### src/rtl/hpt_pkg.sv
package hpt_pkg;

    // Status bit positions inside the second entry word; the byte lanes
    // that the update writes use depend on them.
    localparam int REF_BIT = 8;
    localparam int CHG_BIT = 7;

    typedef enum logic [2:0] {
        ST_IDLE  = 3'd0,
        ST_RD_HI = 3'd1,
        ST_RD_LO = 3'd2,
        ST_WR_R  = 3'd3,
        ST_WR_C  = 3'd4,
        ST_DONE  = 3'd5
    } walk_st_e;

endpackage

### src/rtl/hpt_hash.sv
module hpt_hash #(
    parameter int ADDR_W    = 32,
    parameter int VSID_W    = 24,
    parameter int PIDX_W    = 16,
    parameter int API_W     = 6,
    parameter int GRP_SHIFT = 6
) (
    input  logic [VSID_W-1:0]       vsid,
    input  logic [PIDX_W-1:0]       pidx,
    input  logic                    secondary,
    input  logic [ADDR_W-1:0]       tbl_mask,
    output logic [ADDR_W-1:0]       grp_off,
    output logic [VSID_W+API_W-1:0] tag
);

    logic [ADDR_W-1:0] h_pri;
    logic [ADDR_W-1:0] h_sel;

    assign h_pri   = ADDR_W'(vsid) ^ ADDR_W'(pidx);
    assign h_sel   = secondary ? ~h_pri : h_pri;
    assign grp_off = (h_sel << GRP_SHIFT) & tbl_mask;
    assign tag     = {vsid, pidx[PIDX_W-1 -: API_W]};

endmodule

### src/rtl/hpt_match.sv
module hpt_match #(
    parameter int WORD_W = 32,
    parameter int VSID_W = 24,
    parameter int API_W  = 6
) (
    input  logic [WORD_W-1:0]       word_hi,
    input  logic                    probe,
    input  logic [VSID_W+API_W-1:0] tag,
    output logic                    match
);

    // Layout: valid at the top, identifier below it, probe flag above the
    // abbreviated page index.
    logic                    valid;
    logic                    hflag;
    logic [VSID_W+API_W-1:0] etag;

    assign valid = word_hi[WORD_W-1];
    assign hflag = word_hi[API_W];
    assign etag  = {word_hi[WORD_W-2 -: VSID_W], word_hi[API_W-1:0]};
    assign match = valid && (hflag == probe) && (etag == tag);

endmodule

### src/rtl/hpt_walker.sv
module hpt_walker #(
    parameter int ADDR_W      = 32,
    parameter int VSID_W      = 24,
    parameter int PAGE_SHIFT  = 12,
    parameter int SEG_SHIFT   = 28,
    parameter int API_W       = 6,
    parameter int ENTRIES     = 8,
    parameter int ENTRY_BYTES = 8
) (
    input  logic                clk,
    input  logic                rst_n,
    input  logic                start,
    input  logic [VSID_W-1:0]   seg_vsid,
    input  logic [ADDR_W-1:0]   vaddr,
    input  logic                is_store,
    input  logic                upd_grant,
    input  logic [ADDR_W-1:0]   tbl_base,
    input  logic [ADDR_W-1:0]   tbl_mask,
    output logic                mem_req,
    output logic                mem_we,
    output logic [ADDR_W-1:0]   mem_addr,
    output logic [ADDR_W-1:0]   mem_wdata,
    output logic [ADDR_W/8-1:0] mem_be,
    input  logic                mem_ack,
    input  logic [ADDR_W-1:0]   mem_rdata,
    output logic                done,
    output logic                hit,
    output logic [ADDR_W-1:0]   pte_hi,
    output logic [ADDR_W-1:0]   pte_lo,
    output logic [ADDR_W-1:0]   pte_off
);
    import hpt_pkg::*;

    localparam int PIDX_W      = SEG_SHIFT - PAGE_SHIFT;
    localparam int GROUP_BYTES = ENTRIES * ENTRY_BYTES;
    localparam int GRP_SHIFT   = $clog2(GROUP_BYTES);
    localparam int IDX_W       = $clog2(ENTRIES);
    localparam int ENT_SHIFT   = $clog2(ENTRY_BYTES);
    localparam int WORD_BYTES  = ADDR_W / 8;
    localparam int BE_W        = ADDR_W / 8;
    localparam int TAG_W       = VSID_W + API_W;

    typedef struct packed {
        walk_st_e            st;
        logic [VSID_W-1:0]   vsid;
        logic [PIDX_W-1:0]   pidx;
        logic                store;
        logic                grant;
        logic                probe;
        logic [IDX_W-1:0]    idx;
        logic [ADDR_W-1:0]   grp;
        logic [ADDR_W-1:0]   w_hi;
        logic [ADDR_W-1:0]   w_lo;
        logic                hit;
    } walk_t;

    walk_t r_d, r_q;

    logic              unused_vaddr_bits;
    assign unused_vaddr_bits = ^{vaddr[ADDR_W-1:SEG_SHIFT], vaddr[PAGE_SHIFT-1:0]};

    // Hash inputs come from the ports while idle, from the latched request otherwise.
    logic [VSID_W-1:0] h_vsid;
    logic [PIDX_W-1:0] h_pidx;
    logic              h_sec;
    logic [ADDR_W-1:0] h_grp;
    logic [TAG_W-1:0]  h_tag;
    logic              e_match;

    assign h_vsid = (r_q.st == ST_IDLE) ? seg_vsid : r_q.vsid;
    assign h_pidx = (r_q.st == ST_IDLE) ? vaddr[SEG_SHIFT-1:PAGE_SHIFT] : r_q.pidx;
    assign h_sec  = (r_q.st != ST_IDLE);

    hpt_hash #(
        .ADDR_W(ADDR_W), .VSID_W(VSID_W), .PIDX_W(PIDX_W),
        .API_W(API_W), .GRP_SHIFT(GRP_SHIFT)
    ) u_hash (
        .vsid(h_vsid), .pidx(h_pidx), .secondary(h_sec),
        .tbl_mask(tbl_mask), .grp_off(h_grp), .tag(h_tag)
    );

    hpt_match #(
        .WORD_W(ADDR_W), .VSID_W(VSID_W), .API_W(API_W)
    ) u_match (
        .word_hi(mem_rdata), .probe(r_q.probe), .tag(h_tag), .match(e_match)
    );

    logic [ADDR_W-1:0] ent_off;
    assign ent_off = r_q.grp + (ADDR_W'(r_q.idx) << ENT_SHIFT);

    always_comb begin
        r_d = r_q;
        unique case (r_q.st)
            ST_IDLE: begin
                if (start) begin
                    r_d.vsid  = seg_vsid;
                    r_d.pidx  = vaddr[SEG_SHIFT-1:PAGE_SHIFT];
                    r_d.store = is_store;
                    r_d.grant = upd_grant;
                    r_d.probe = 1'b0;
                    r_d.idx   = '0;
                    r_d.grp   = h_grp;
                    r_d.hit   = 1'b0;
                    r_d.st    = ST_RD_HI;
                end
            end
            ST_RD_HI: begin
                if (mem_ack) begin
                    r_d.w_hi = mem_rdata;
                    if (e_match) begin
                        r_d.st = ST_RD_LO;
                    end else if (r_q.idx != IDX_W'(ENTRIES - 1)) begin
                        r_d.idx = r_q.idx + IDX_W'(1);
                    end else if (!r_q.probe) begin
                        r_d.probe = 1'b1;
                        r_d.idx   = '0;
                        r_d.grp   = h_grp;
                    end else begin
                        r_d.st = ST_DONE;
                    end
                end
            end
            ST_RD_LO: begin
                if (mem_ack) begin
                    r_d.w_lo = mem_rdata;
                    r_d.hit  = 1'b1;
                    if (r_q.grant && !mem_rdata[REF_BIT])
                        r_d.st = ST_WR_R;
                    else if (r_q.grant && r_q.store && !mem_rdata[CHG_BIT])
                        r_d.st = ST_WR_C;
                    else
                        r_d.st = ST_DONE;
                end
            end
            ST_WR_R: begin
                if (mem_ack)
                    r_d.st = (r_q.store && !r_q.w_lo[CHG_BIT]) ? ST_WR_C : ST_DONE;
            end
            ST_WR_C: begin
                if (mem_ack)
                    r_d.st = ST_DONE;
            end
            ST_DONE: r_d.st = ST_IDLE;
            default: r_d.st = ST_IDLE;
        endcase
    end

    always_ff @(posedge clk or negedge rst_n) begin
        if (!rst_n) r_q <= '0;
        else        r_q <= r_d;
    end

    assign mem_req   = (r_q.st == ST_RD_HI) || (r_q.st == ST_RD_LO) ||
                       (r_q.st == ST_WR_R)  || (r_q.st == ST_WR_C);
    assign mem_we    = (r_q.st == ST_WR_R) || (r_q.st == ST_WR_C);
    assign mem_addr  = tbl_base + ent_off +
                       ((r_q.st == ST_RD_HI) ? '0 : ADDR_W'(WORD_BYTES));
    assign mem_wdata = r_q.w_lo | ((r_q.st == ST_WR_R) ? (ADDR_W'(1) << REF_BIT)
                                                      : (ADDR_W'(1) << CHG_BIT));
    assign mem_be    = (r_q.st == ST_WR_R) ? (BE_W'(1) << (REF_BIT / 8)) :
                       (r_q.st == ST_WR_C) ? (BE_W'(1) << (CHG_BIT / 8)) : '0;
    assign done      = (r_q.st == ST_DONE);
    assign hit       = r_q.hit;
    assign pte_hi    = r_q.w_hi;
    assign pte_lo    = r_q.w_lo;
    assign pte_off   = ent_off;

    AST_REQ_HOLD: assert property (@(posedge clk) disable iff (!rst_n)
        (mem_req && !mem_ack) |=> (mem_req && $stable(mem_addr) && $stable(mem_we)));
    AST_DONE_PULSE: assert property (@(posedge clk) disable iff (!rst_n)
        done |=> (!done && !mem_req));
    AST_WR_ONE_BYTE: assert property (@(posedge clk) disable iff (!rst_n)
        (mem_req && mem_we) |-> ($countones(mem_be) == 1 && hit));
    AST_CHG_ON_STORE: assert property (@(posedge clk) disable iff (!rst_n)
        (mem_req && mem_we && mem_be[CHG_BIT / 8]) |-> r_q.store);
    AST_NO_WR_NOGRANT: assert property (@(posedge clk) disable iff (!rst_n)
        (mem_req && mem_we) |-> r_q.grant);
    AST_HIT_VALID: assert property (@(posedge clk) disable iff (!rst_n)
        (done && hit) |-> (pte_hi[ADDR_W-1] && (pte_hi[API_W] == r_q.probe)));

endmodule

### config.mk
export PLATFORM = sky130hd
export DESIGN_NAME = hpt_walker
export DESIGN_NICKNAME = d
export VERILOG_FILES = /design/src/rtl/hpt_pkg.sv /design/src/rtl/hpt_hash.sv /design/src/rtl/hpt_match.sv /design/src/rtl/hpt_walker.sv
export SDC_FILE = /design/constraint.sdc
export NUM_CORES = 1
export LEC_CHECK = 0
export BUFFER_PORTS_ARGS = -buffer_cell sky130_fd_sc_hd__buf_2
export CORE_MARGIN = 2
export CORE_UTILIZATION = 45
export DETAILED_ROUTE_END_ITERATION = 7
export PLACE_DENSITY = 0.71
export SKIP_CTS_REPAIR_TIMING = 1
export SLEW_MARGIN = 5
export SYNTH_ARGS = -nofsm -noshare
export SYNTH_HDL_FRONTEND = slang
export SYNTH_HIERARCHICAL = 1
export SYNTH_SLANG_ARGS = --single-unit
### constraint.sdc
create_clock -name clk -period 10.08 [get_ports clk]
set_clock_uncertainty 0.05 [all_clocks]
set_input_delay 2.016 -clock clk [delete_from_list [all_inputs] [get_ports clk]]
set_output_delay 2.016 -clock clk [all_outputs]
set_load 0.01 [all_outputs]
### Word level (Yosys, flattened, before mapping)

Cells that the tools add are included.

| word-level totals | value |
|---|---|
| register bits after elaboration | 146 |
| output and inout port bits | 168 |

| operators by class | value |
|---|---|
| multiplexer cells | 29 |
| equality and inequality tests | 19 |
| bitwise gates (word level) | 4 |
| reduce and logical (&&, ||, !) cells | 25 |
| add/subtract/negate cells | 4 |

Operators with widths:

| cell | count |
|---|---|
| 81-bit two-way mux | 1 |
| 36-bit one-hot mux with 2 select lines | 1 |
| 68-bit two-way mux | 1 |
| 36-bit two-way mux | 1 |
| 35-bit two-way mux | 1 |
| 32-bit by 3-bit adder with 32-bit output | 1 |
| 32-bit adder | 1 |
| 32-bit by 6-bit adder with 32-bit output | 1 |
| 32-bit AND | 1 |
| 32-bit two-way mux | 1 |
| 32-bit by 9-bit bitwise OR with 32-bit output | 1 |
| 30-bit == test | 1 |
| 3-bit two-way mux | 10 |
| 26-bit two-way mux | 1 |
| 26-bit inverter | 1 |
| 24-bit two-way mux | 1 |
| 24-bit by 16-bit XOR with 24-bit output | 1 |
| 16-bit two-way mux | 1 |
| 2-bit inequality test (second input constant) | 8 |
| 3-bit one-hot mux with 5 select lines | 1 |
| 3-bit inequality test (second input constant) | 4 |
| 5-bit AND reduction | 2 |
| 9-bit two-way mux | 1 |
| 7-bit AND reduction | 1 |
| 17 further kinds | 37 |

### Longest topological paths before layout

Gate-level depths: netlist of run 1.

| logic depth | value |
|---|---|
| word-level depth | 11 |
| gate-level depth with buffers | 18 |
| gate-level depth less buffers | 17 |

### Cells and area by module

The synthesis of run 1 kept the hierarchy.

Modules (own cells, without submodules):

| module | seq. area each (µm²) | cells each | area an instance (µm²) | instances |
|---|---|---|---|---|
| hpt_walker | 3,653.5 | 1,091 | 9,674.3 | 1 |
| hpt_hash | 0.0 | 90 | 953.4 | 1 |
| hpt_match | 0.0 | 42 | 356.6 | 1 |

### Worst setup path after synthesis of run 1

OpenSTA, ideal clock, no wires.

| timing path | value |
|---|---|
| kind | input to output |
| start point | in tbl_base[2] |
| end point | out mem_addr[31] |
| setup slack | 3.745 ns |
| cell stages on the path | 9 |
| path buffers | 0 |
| arrival | 4.269 ns |
| data required time | 8.014 ns |
| cell sequence | fa_1 > fa_1 > a21oi_1 > o211ai_1 > o2111ai_1 > a21boi_2 > a221oi_4 > a21oi_1 > xnor2_1 |

| on the way | value |
|---|---|
| word-level cells in the longest chain between the ends | 2 |

Ends and longest elaborated chain:

| item | line | text |
|---|---|---|
| start, declared | hpt_walker.sv:17 | `input logic [ADDR_W-1:0] tbl_base,` |
| 32-bit adder | hpt_walker.sv:156 | `assign mem_addr = tbl_base + ent_off +` |
| 32-bit by 3-bit adder with 32-bit output | hpt_walker.sv:156 |  |
| end, declared | hpt_walker.sv:21 | `output logic [ADDR_W-1:0] mem_addr,` |

Every way passes these cells.

### Worst setup path in the final report of run 1

| timing path | value |
|---|---|
| start point | in tbl_base[2] |
| end point | out mem_addr[29] |

Same word-level chain as after synthesis.

==> metrics.yaml, run 1 <==
critical_path:
  start_kind: "primary input"
  r2r_start: "r_q[145]$_DFFE_PN0P_"
  cp_max_fo: 7
  cp.required_ns: 8.01
  critical-path-slowest-cell: "fa_1"
  crit_chain: "buf_2, fa_1, fa_1, a21oi_1, o211ai_1, o2111ai_1, a21boi_2, a21oi_1, mux2_2, o2111ai_1, buf_2"
  worst_ep_arrival_time_ns: 4.78
  r2r_slack_ns: 5.40
  critical_path_class: "primary input to output port"
  rr_endpoint: "r_q[143]$_DFFE_PN0P_"
  crit_path_end_kind: "output port"
  rr_worst_depth: 14
  cp_slowest_stage_delay_ns: 0.53
cells_and_area:
  fin_cells: 1713
  area_delta_synth_final_pct: 12.4
  nNetsFinal: 1603
  final_area_sq_um: 12300
  final_core_util_pct: 51.2
  antenna_cells: 0
  drive_gt1_share_pct: 32.5
placed_design:
  placedCellCount: 1682
  gp_congestion: 0.865
  dp_hpwl_um: 22200
  port_buffers: 301
  postPlaceCellArea_sq_um: 11800
global_routing:
  busiest_layer: "met2"
  grt_max_degree: 80
  grt_pass1_vias: 8399
  grt_pass1_wl_um: 45500
  antenna_found_initial: 2
  track_usage_pct: 22.4
  use_met1_pct: 29.5
  grt_overflow_total: 0
  met2_usage_pct: 38.5
  use_met3_pct: 4.34
floorplanning:
  start_util_pct: 45.6
  io_pins: 326
  die_height_um: 160
  die_area_sq_um: 25700
  die_w_um: 160
  rows: 57
  coreArea_sq_um: 24100
yosys:
  synth_xor_area_share_pct: 11.0
  synthMuxAreaShare_pct: 7.48
  yosys_most_used_dff: "dfrtp_1"
  synth-async-reset-ratio_pct: 100
  synth_top_family_by_area: "simple AND/OR/NAND/NOR gates"
  synth_edf_count: 0
  synth-simple-area-share_pct: 19.4
  yosys.area_share.adder_pct: 7.95
  yosysSeqAreaShare_pct: 33.3
  synth_cells: 1223
  synth_area_per_cell_sq_um: 8.98
  syn_area_sq_um: 11000
  synth-compound-area-share_pct: 9.09
  synth_cell_types: 67
  ys_ff_latch: 146
  ys_warn_count: 6
pwr:
  ir_drop_uv: 118
  leakagePower_nw: 6.70
  p_per_area_nw_per_um2: 237
routing:
  drt_wl_total_um: 28500
  drt-initial-drc-count: 420
  firstDrtPassIters: 5
  routed-via-count: 8717
  drtAntennaViolNets: 0
  viasPerCell: 5.09
  drc: 0
  wire_per_inst_um: 16.7
sta:
  finalHoldViolCount: 0
  fin_crit_sh_pct: 67.9
  fmax_mhz: 146
  post-route-min-period_ns: 6.84
  slew_violations: 0
  fin_setup_tns_ns: 0
  setup_viol: 0
  fin_hold_ws_ns: 0.420
  grt_setup_unrepaired: "false"
  slew_headroom_pct: 25.6
  tightestPinTransition_ns: 1.11
outcome:
  status: "complete, no violations"
clock_tree:
  cts_num_sinks: 146
  clkLatencyLatePin_ns: 0.42
  clockRootBuffer: "clkbuf_16"
  clk_pin_slew_ns: 0.06
  cts_buffers: 17
  clock_path_buffers: 2
  ctsHtreeMaxLevel: 4
  cts_tree: "done"
hold_path:
  hp-class: "flop to flop"
  hold_depth: 2
  hp-start: "r_q[103]$_DFFE_PN0P_"
  hold_end: "r_q[103]$_DFFE_PN0P_"
run:
  maxCapViolCount: 0
[registers in the layout (all words and copies together) (netlist names)]
register,cells
r_q,81
hit,1
pte_lo,32
pte_hi,32
[critical path, delay by kind of cell]
family                     cells  cell delay (ns)
AOI/OAI and AO/OA              6             1.09
adders and majority gates      2             1.02
muxes                          1             0.37
buffers and inverters          2             0.29
[cell usage after synthesis, types with 12 or more instances]
library cell  instances  area share, %
nand2_1             325             11
dfrtp_1             146             33
buf_4               136            9.3
mux2_2               73            7.5
ha_1                 65            7.4
o21ai_0              52            2.4
xor2_1               47            3.7
xnor2_1              45            3.6
nor2_1               41            1.4
a21oi_1              32            1.5
clkbuf_1             32            1.1
a21o_1               17            1.2
inv_1                17           0.58
nor2b_1              16           0.91
and2_1               12           0.68
nand3_1              12           0.55
[power breakdown]
group / internal [mW] / switching (mW)
clock network: 0.349 / 0.268
registers: 0.727 / 0.107
logic: 0.666 / 0.804
[metal layers]
metal,part of all wire [%],wire (um)
met1,44,12700
met3,5.8,1650
met5,0.039,11
met2,49,13900
met4,1.1,310
[how the worst max path moves through the flow]
stage / start / end / slack (ns)
2_1_floorplan: tbl_base[2] / mem_addr[31] / 3.75
3_3_place_gp: tbl_base[2] / mem_addr[29] / 3.25
3_5_place_dp: tbl_base[2] / mem_addr[29] / 3.24
4_1_cts: tbl_base[2] / mem_addr[29] / 3.22
5_1_grt: r_q[98]$_DFFE_PN0P_ / mem_addr[29] / 2.78
6_report: tbl_base[2] / mem_addr[29] / 3.24
[kinds of logic (layout without fill, tap and decap cells)]
family / Yosys count / after routing
buf+inv: 196 / 356
simple gates: 474 / 474
compound gates: 155 / 155
fa+ha+maj: 68 / 68
mux: 73 / 73
other cells: 2 / 8
xor+xnor: 109 / 109
flops: 146 / 146
[placed cells by master, fill, tap and decap left out, types with 9 or more instances in the layout]
cell / count
nor2b_1: 16
buf_2: 300
xnor3_1: 9
ha_1: 65
a21o_1: 17
nand2_1: 325
xor2_1: 47
mux2_2: 73
nor2_1: 40
inv_1: 17
a21oi_1: 32
dfrtp_1: 146
nand3_1: 12
o21ai_0: 52
nor3_1: 9
clkbuf_16: 17
xnor2_1: 45
and2_1: 11
[metrics by stage]
| stage | setup WS, ns | total power, mW |
|---|---|---|
| floorplan | 3.75 | 1.94 |
| global placement | 3.25 | 2.28 |
| detailed placement | 3.24 | 2.32 |
| CTS | 3.22 | 2.94 |
| global route | 2.78 | 3.14 |
| finish | 3.24 | 2.92 |
[area by class of cell]
class                           instances  area (sq um)
Clock buffer                           18           439
Fill cell                            2320         11800
Sequential cell                       146          3650
Tap cell                              324           405
Multi-Input combinational cell        887          6100
Clock inverter                         13           125
Timing Repair Buffer                  308          1570
Inverter                               17          63.8
No activity file was read; power rests on OpenSTA's default activity.
==> run 2: changes to the inputs <==
PLACE_DENSITY = 0.74   (was 0.71)
clock period = 5.9 ns   (was 10.08 ns; I/O delays follow)
==> metrics.yaml, run 2 (same netlist as run 1, synthesis figures left out) <==
outcome:
  status: "complete, no violations"
clock_tree:
  cts_num_sinks: 146
  cts_tree: "done"
  cts_buffers: 17
  clock_path_buffers: 2
  clkLatencyLatePin_ns: 0.42
  clockRootBuffer: "clkbuf_16"
  clk_pin_slew_ns: 0.06
  ctsHtreeMaxLevel: 4
cells_and_area:
  final_cell_mix: "nand2_1, buf_2, dfrtp_1"
  area_delta_synth_final_pct: 13.5
  largest_register_ff_count: 81
  final_area_sq_um: 12500
  nNetsFinal: 1606
  drive_gt1_share_pct: 33.7
  antenna_cells: 0
  mostFrequentLayoutCell: "nand2_1"
  top_register: "r_q"
critical_path:
  critical-path-slowest-cell: "dfrtp_1"
  cp_common_cell: "ha_1"
  crit_chain: "ha_1, fa_1, a21o_1, nand2b_2, nor3_4, nand2_2, nor2_1, xor2_1, ha_1, ha_2, nand3_1, nor2_2, nand2_1, nor3_1, a21oi_2, mux2_2, o2111ai_1, buf_2"
  cp_max_fo: 6
  cp_top_family: "simple AND/OR/NAND/NOR gates"
  crit_path_end_kind: "output port"
  path_buf_inv: 1
  critical_path_class: "flop to output port"
  start_kind: "flop"
  cp.required_ns: 4.67
  cp_slowest_stage_delay_ns: 0.41
  worst_ep_arrival_time_ns: 4.43
routing:
  drt-initial-drc-count: 406
  firstDrtPassIters: 5
  drtAntennaViolNets: 0
  wire_per_inst_um: 16.7
  routed-via-count: 8782
  drc: 0
  viasPerCell: 5.11
  drt_wl_total_um: 28700
sta:
  fin_crit_sh_pct: 95.9
  slew_violations: 0
  finalHoldViolCount: 0
  fmax_mhz: 177
  grt_setup_unrepaired: "true"
  post-route-min-period_ns: 5.66
  tightestPinTransition_ns: 1.01
  fin_setup_tns_ns: 0
  slew_headroom_pct: 32.4
  setup_viol: 0
pwr:
  p_int_mw: 2.96
  ir_drop_uv: 206
  p_clk_share_pct: 20.6
  p_sw_share_pct: 40.9
  p_per_area_nw_per_um2: 401
  netSwitchingPower_mw: 2.04
  total_power_mw: 5.00
  combPwrFrac_pct: 50.8
  leakagePower_nw: 6.73
  p_seq_share_pct: 28.6
global_routing:
  track_usage_pct: 22.4
  grt_pass1_vias: 8494
  grt_pass1_wl_um: 45200
  grt_overflow_total: 0
  grt_max_degree: 94
  antenna_found_initial: 2
placed_design:
  dp_hpwl_um: 22500
  gp_congestion: 0.875
  postPlaceCellArea_sq_um: 11800
  port_buffers: 301
run:
  maxCapViolCount: 0
floorplanning:
  die_w_um: 160
  die_height_um: 160
  rows: 57
  die_area_sq_um: 25700
  coreArea_sq_um: 24100
  start_util_pct: 45.6
  io_pins: 326
hold_path:
  hp-class: "flop to flop"
## run 2: cell count changes in the layout (fill, tap and decap cells not counted), sizes merged
cell	previous run	this run
buf	308	311
inv	22	24
bufinv	1	0
clkinvlp	2	3
clkinv	5	4
## run 2: area by class of cell
type / count / area [sq um]
fillers: 2317 / 11600
multi-input cells: 887 / 6180
clock buffers: 18 / 439
flip-flops and latches: 146 / 3650
inverters: 17 / 63.8
repair buffers: 311 / 1600
well taps: 324 / 405
clock inverters: 14 / 120
## run 2: layer usage
| layer | track usage (%) | vias up | wire length (um) |
|---|---|---|---|
| met4 | 5.77 | 0 | 477 |
| met1 | 28.8 | 4164 | 12500 |
| met2 | 38.6 | 310 | 13900 |
| li1 | - | 4274 | - |
| met5 | 0 | - | 0 |
| met3 | 4.42 | 34 | 1820 |
## run 2: path summary, 6_finish.rpt
| kind | startpoint | endpoint | slack, ns | cells past startpoint |
|---|---|---|---|---|
| max in group asynchronous | rst_n | r_q[84]$_DFFE_PN0P_ | 3.79 | 2 |
| max | r_q[97]$_DFFE_PN0P_ | mem_addr[29] | 0.24 | 18 |
| max reg2reg | r_q[145]$_DFFE_PN0P_ | r_q[143]$_DFFE_PN0P_ | 1.52 | 14 |
| min in group asynchronous | rst_n | pte_hi[13]$_DFFE_PN0P_ | 0.76 | 1 |
| min reg2reg | r_q[134]$_DFFE_PN0P_ | r_q[134]$_DFFE_PN0P_ | 0.42 | 2 |
| min | r_q[134]$_DFFE_PN0P_ | r_q[134]$_DFFE_PN0P_ | 0.42 | 2 |
## run 2: tightest hold or removal path, cell delays in order, from the launching register on
cell and delay, ns:
dfrtp_1 0.34, nand2_1 0.05, nand2_1 0.05
## run 2: power groups by stage
stage	clock, mW	sequential, mW	combinational (mW)
global route	1.10	1.46	2.80
global placement	0	1.43	2.48
finish	1.03	1.43	2.54
detailed placement	0	1.44	2.52
CTS	1.06	1.43	2.53
floorplan	0	1.39	1.92
## run 2: per-stage QoR
stage / cells / hold slack [ns] / utilization, % / worst slack [ns]
finish: 1717 / 0.420 / 51.7 / 0.244
global route: 1717 / 0.439 / 51.7 / -0.0399
CTS: 1715 / 0.423 / 51.3 / -0.0105
detailed placement: 1683 / 0.407 / 49.0 / 0.455
global placement: 1683 / 0.403 / 49.0 / 0.504
floorplan: 1229 / 0.391 / - / 0.922
==> run 3: changes to the inputs <==
CORE_ASPECT_RATIO = 1.2   (was not set)
REMOVE_ABC_BUFFERS = 1   (was not set)
==> metrics.yaml, run 3 (same netlist as run 1, synthesis figures left out) <==
critical_path:
  r2r_slack_ns: 1.10
  crit_chain: "ha_1, fa_1, a21o_1, nor2b_1, nand3_1, xnor2_1, ha_1, ha_1, and2_1, o2111ai_1, a21boi_4, a221oi_4, o21a_1, nor3_1, buf_2"
  critical-path-slowest-cell: "ha_1"
  cp_common_cell: "ha_1"
  worst_ep_arrival_time_ns: 4.43
  cp_max_fo: 7
  cp_slowest_stage_delay_ns: 0.42
  start_kind: "flop"
  crit_path_end_kind: "output port"
  cp.required_ns: 4.67
  critical_path_class: "flop to output port"
sta:
  finalHoldViolCount: 0
  worst_slack_ns: 0.238
  fin_crit_sh_pct: 96.0
  setup_viol: 0
  post-route-min-period_ns: 5.66
  slew_violations: 0
  grt_setup_unrepaired: "true"
  tightestPinTransition_ns: 1.01
  fin_setup_tns_ns: 0
  fmax_mhz: 177
  slew_headroom_pct: 32.4
global_routing:
  grt_pass1_vias: 8787
  grt_pass1_wl_um: 45400
  track_usage_pct: 22.4
  grt_overflow_total: 0
  grt_max_degree: 89
  antenna_found_initial: 5
clock_tree:
  clock_path_buffers: 2
  cts_tree: "done"
  clk_pin_slew_ns: 0.06
  ctsHtreeMaxLevel: 4
  cts_buffers: 17
  cts_num_sinks: 146
  clockRootBuffer: "clkbuf_16"
  clkLatencyLatePin_ns: 0.43
cells_and_area:
  fillCellCount: 2252
  drive_gt1_share_pct: 34.1
  nNetsFinal: 1608
  multi_input_area_sq_um: 6220
  seq_area_sq_um: 3650
  top_register: "r_q"
  largest_register_ff_count: 81
  final_cell_mix: "nand2_1, buf_2, dfrtp_1"
  area_delta_synth_final_pct: 14.1
  mostFrequentLayoutCell: "nand2_1"
  final_core_util_pct: 52.3
  final_area_sq_um: 12500
routing:
  routed-via-count: 8704
  drtAntennaViolNets: 0
  viasPerCell: 5.06
  wire_per_inst_um: 16.8
  drt-initial-drc-count: 361
  drc: 0
  drt_wl_total_um: 28900
  firstDrtPassIters: 7
placed_design:
  gp_congestion: 0.824
  port_buffers: 301
  postPlaceCellArea_sq_um: 11800
  dp_slack_ns: 0.430
  dp_hpwl_um: 22600
pwr:
  p_per_area_nw_per_um2: 403
  combPwrFrac_pct: 50.2
  ir_drop_uv: 224
  p_clk_share_pct: 21.3
  p_seq_share_pct: 28.5
  p_int_mw: 3.04
  p_sw_share_pct: 39.7
  netSwitchingPower_mw: 2.00
  total_power_mw: 5.05
  leakagePower_nw: 6.77
outcome:
  status: "complete, no violations"
floorplanning:
  die_w_um: 147
  die_area_sq_um: 25700
  die_height_um: 175
  io_pins: 326
  start_util_pct: 45.8
  rows: 62
  coreArea_sq_um: 24000
hold_path:
  hp-class: "flop to flop"
run:
  maxCapViolCount: 0
==> run 3: changes by cell type in the layout (fill, tap and decap cells not counted), sizes merged <==
cell      previous run  this run
bufinv               0         2
diode                0         5
buf                311       313
inv                 24        18
clkinv               4         7
clkinvlp             3         2
clkbuf              18        20
==> run 3: path summary, 6_finish.rpt <==
path / from / endpoint / cells after the start
hold reg to reg: hit$_DFFE_PN0P_ / hit$_DFFE_PN0P_ / 1
setup reg to reg: r_q[144]$_DFFE_PN0P_ / r_q[143]$_DFFE_PN0P_ / 14
setup / recovery: r_q[97]$_DFFE_PN0P_ / mem_addr[27] / 15
min in group asynchronous: rst_n / pte_lo[20]$_DFFE_PN0P_ / 1
hold / removal: hit$_DFFE_PN0P_ / hit$_DFFE_PN0P_ / 1
max in group asynchronous: rst_n / pte_hi[9]$_DFFE_PN0P_ / 2
==> run 3: worst max-delay path, delay by kind of cell (launching register included) <==
family	cells	cell delay [ns]
AO/OA/AOI/OAI	5	1.19
AND/OR/NAND/NOR	4	0.73
adder cells (fa/ha/maj)	4	1.35
XOR/XNOR	1	0.17
flip-flops	1	0.41
buffers and inverters	1	0.17
==> run 3: power by group through the flow <==
stage | registers, mW | logic, mW | clock network [mW]
after floorplan | 1.41 | 1.72 | 0
final | 1.44 | 2.53 | 1.08
after detailed placement | 1.45 | 2.49 | 0
after global placement | 1.43 | 2.45 | 0
after global routing | 1.47 | 2.80 | 1.14
after CTS | 1.43 | 2.51 | 1.10
==> run 3: final cells by class <==
type / instances / area share [%]
multi-input combinational: 887 / 49.6
sequential: 146 / 29.1
timing repair buffer: 313 / 12.8
clock buffer: 20 / 3.56
tap: 320 / 3.19
clock inverter: 12 / 1.07
inverter: 17 / 0.509
antenna: 5 / 0.0998
==> run 3: per-stage QoR <==
stage	hold WS, ns	cells
floorplan	0.391	1050
global placement	0.403	1681
detailed placement	0.406	1681
CTS	0.421	1713
global route	0.442	1717
finish	0.421	1720
==> run 3: layer usage <==
metal  global-route usage [%]  routed length [um]  vias to the layer above
met1                     26.7               11800                     4142
li1                         -                   -                     4282
met2                     40.6               15100                      239
met3                     4.31                1410                       39
met5                        0                  13                        -
met4                     7.04                 607                        2
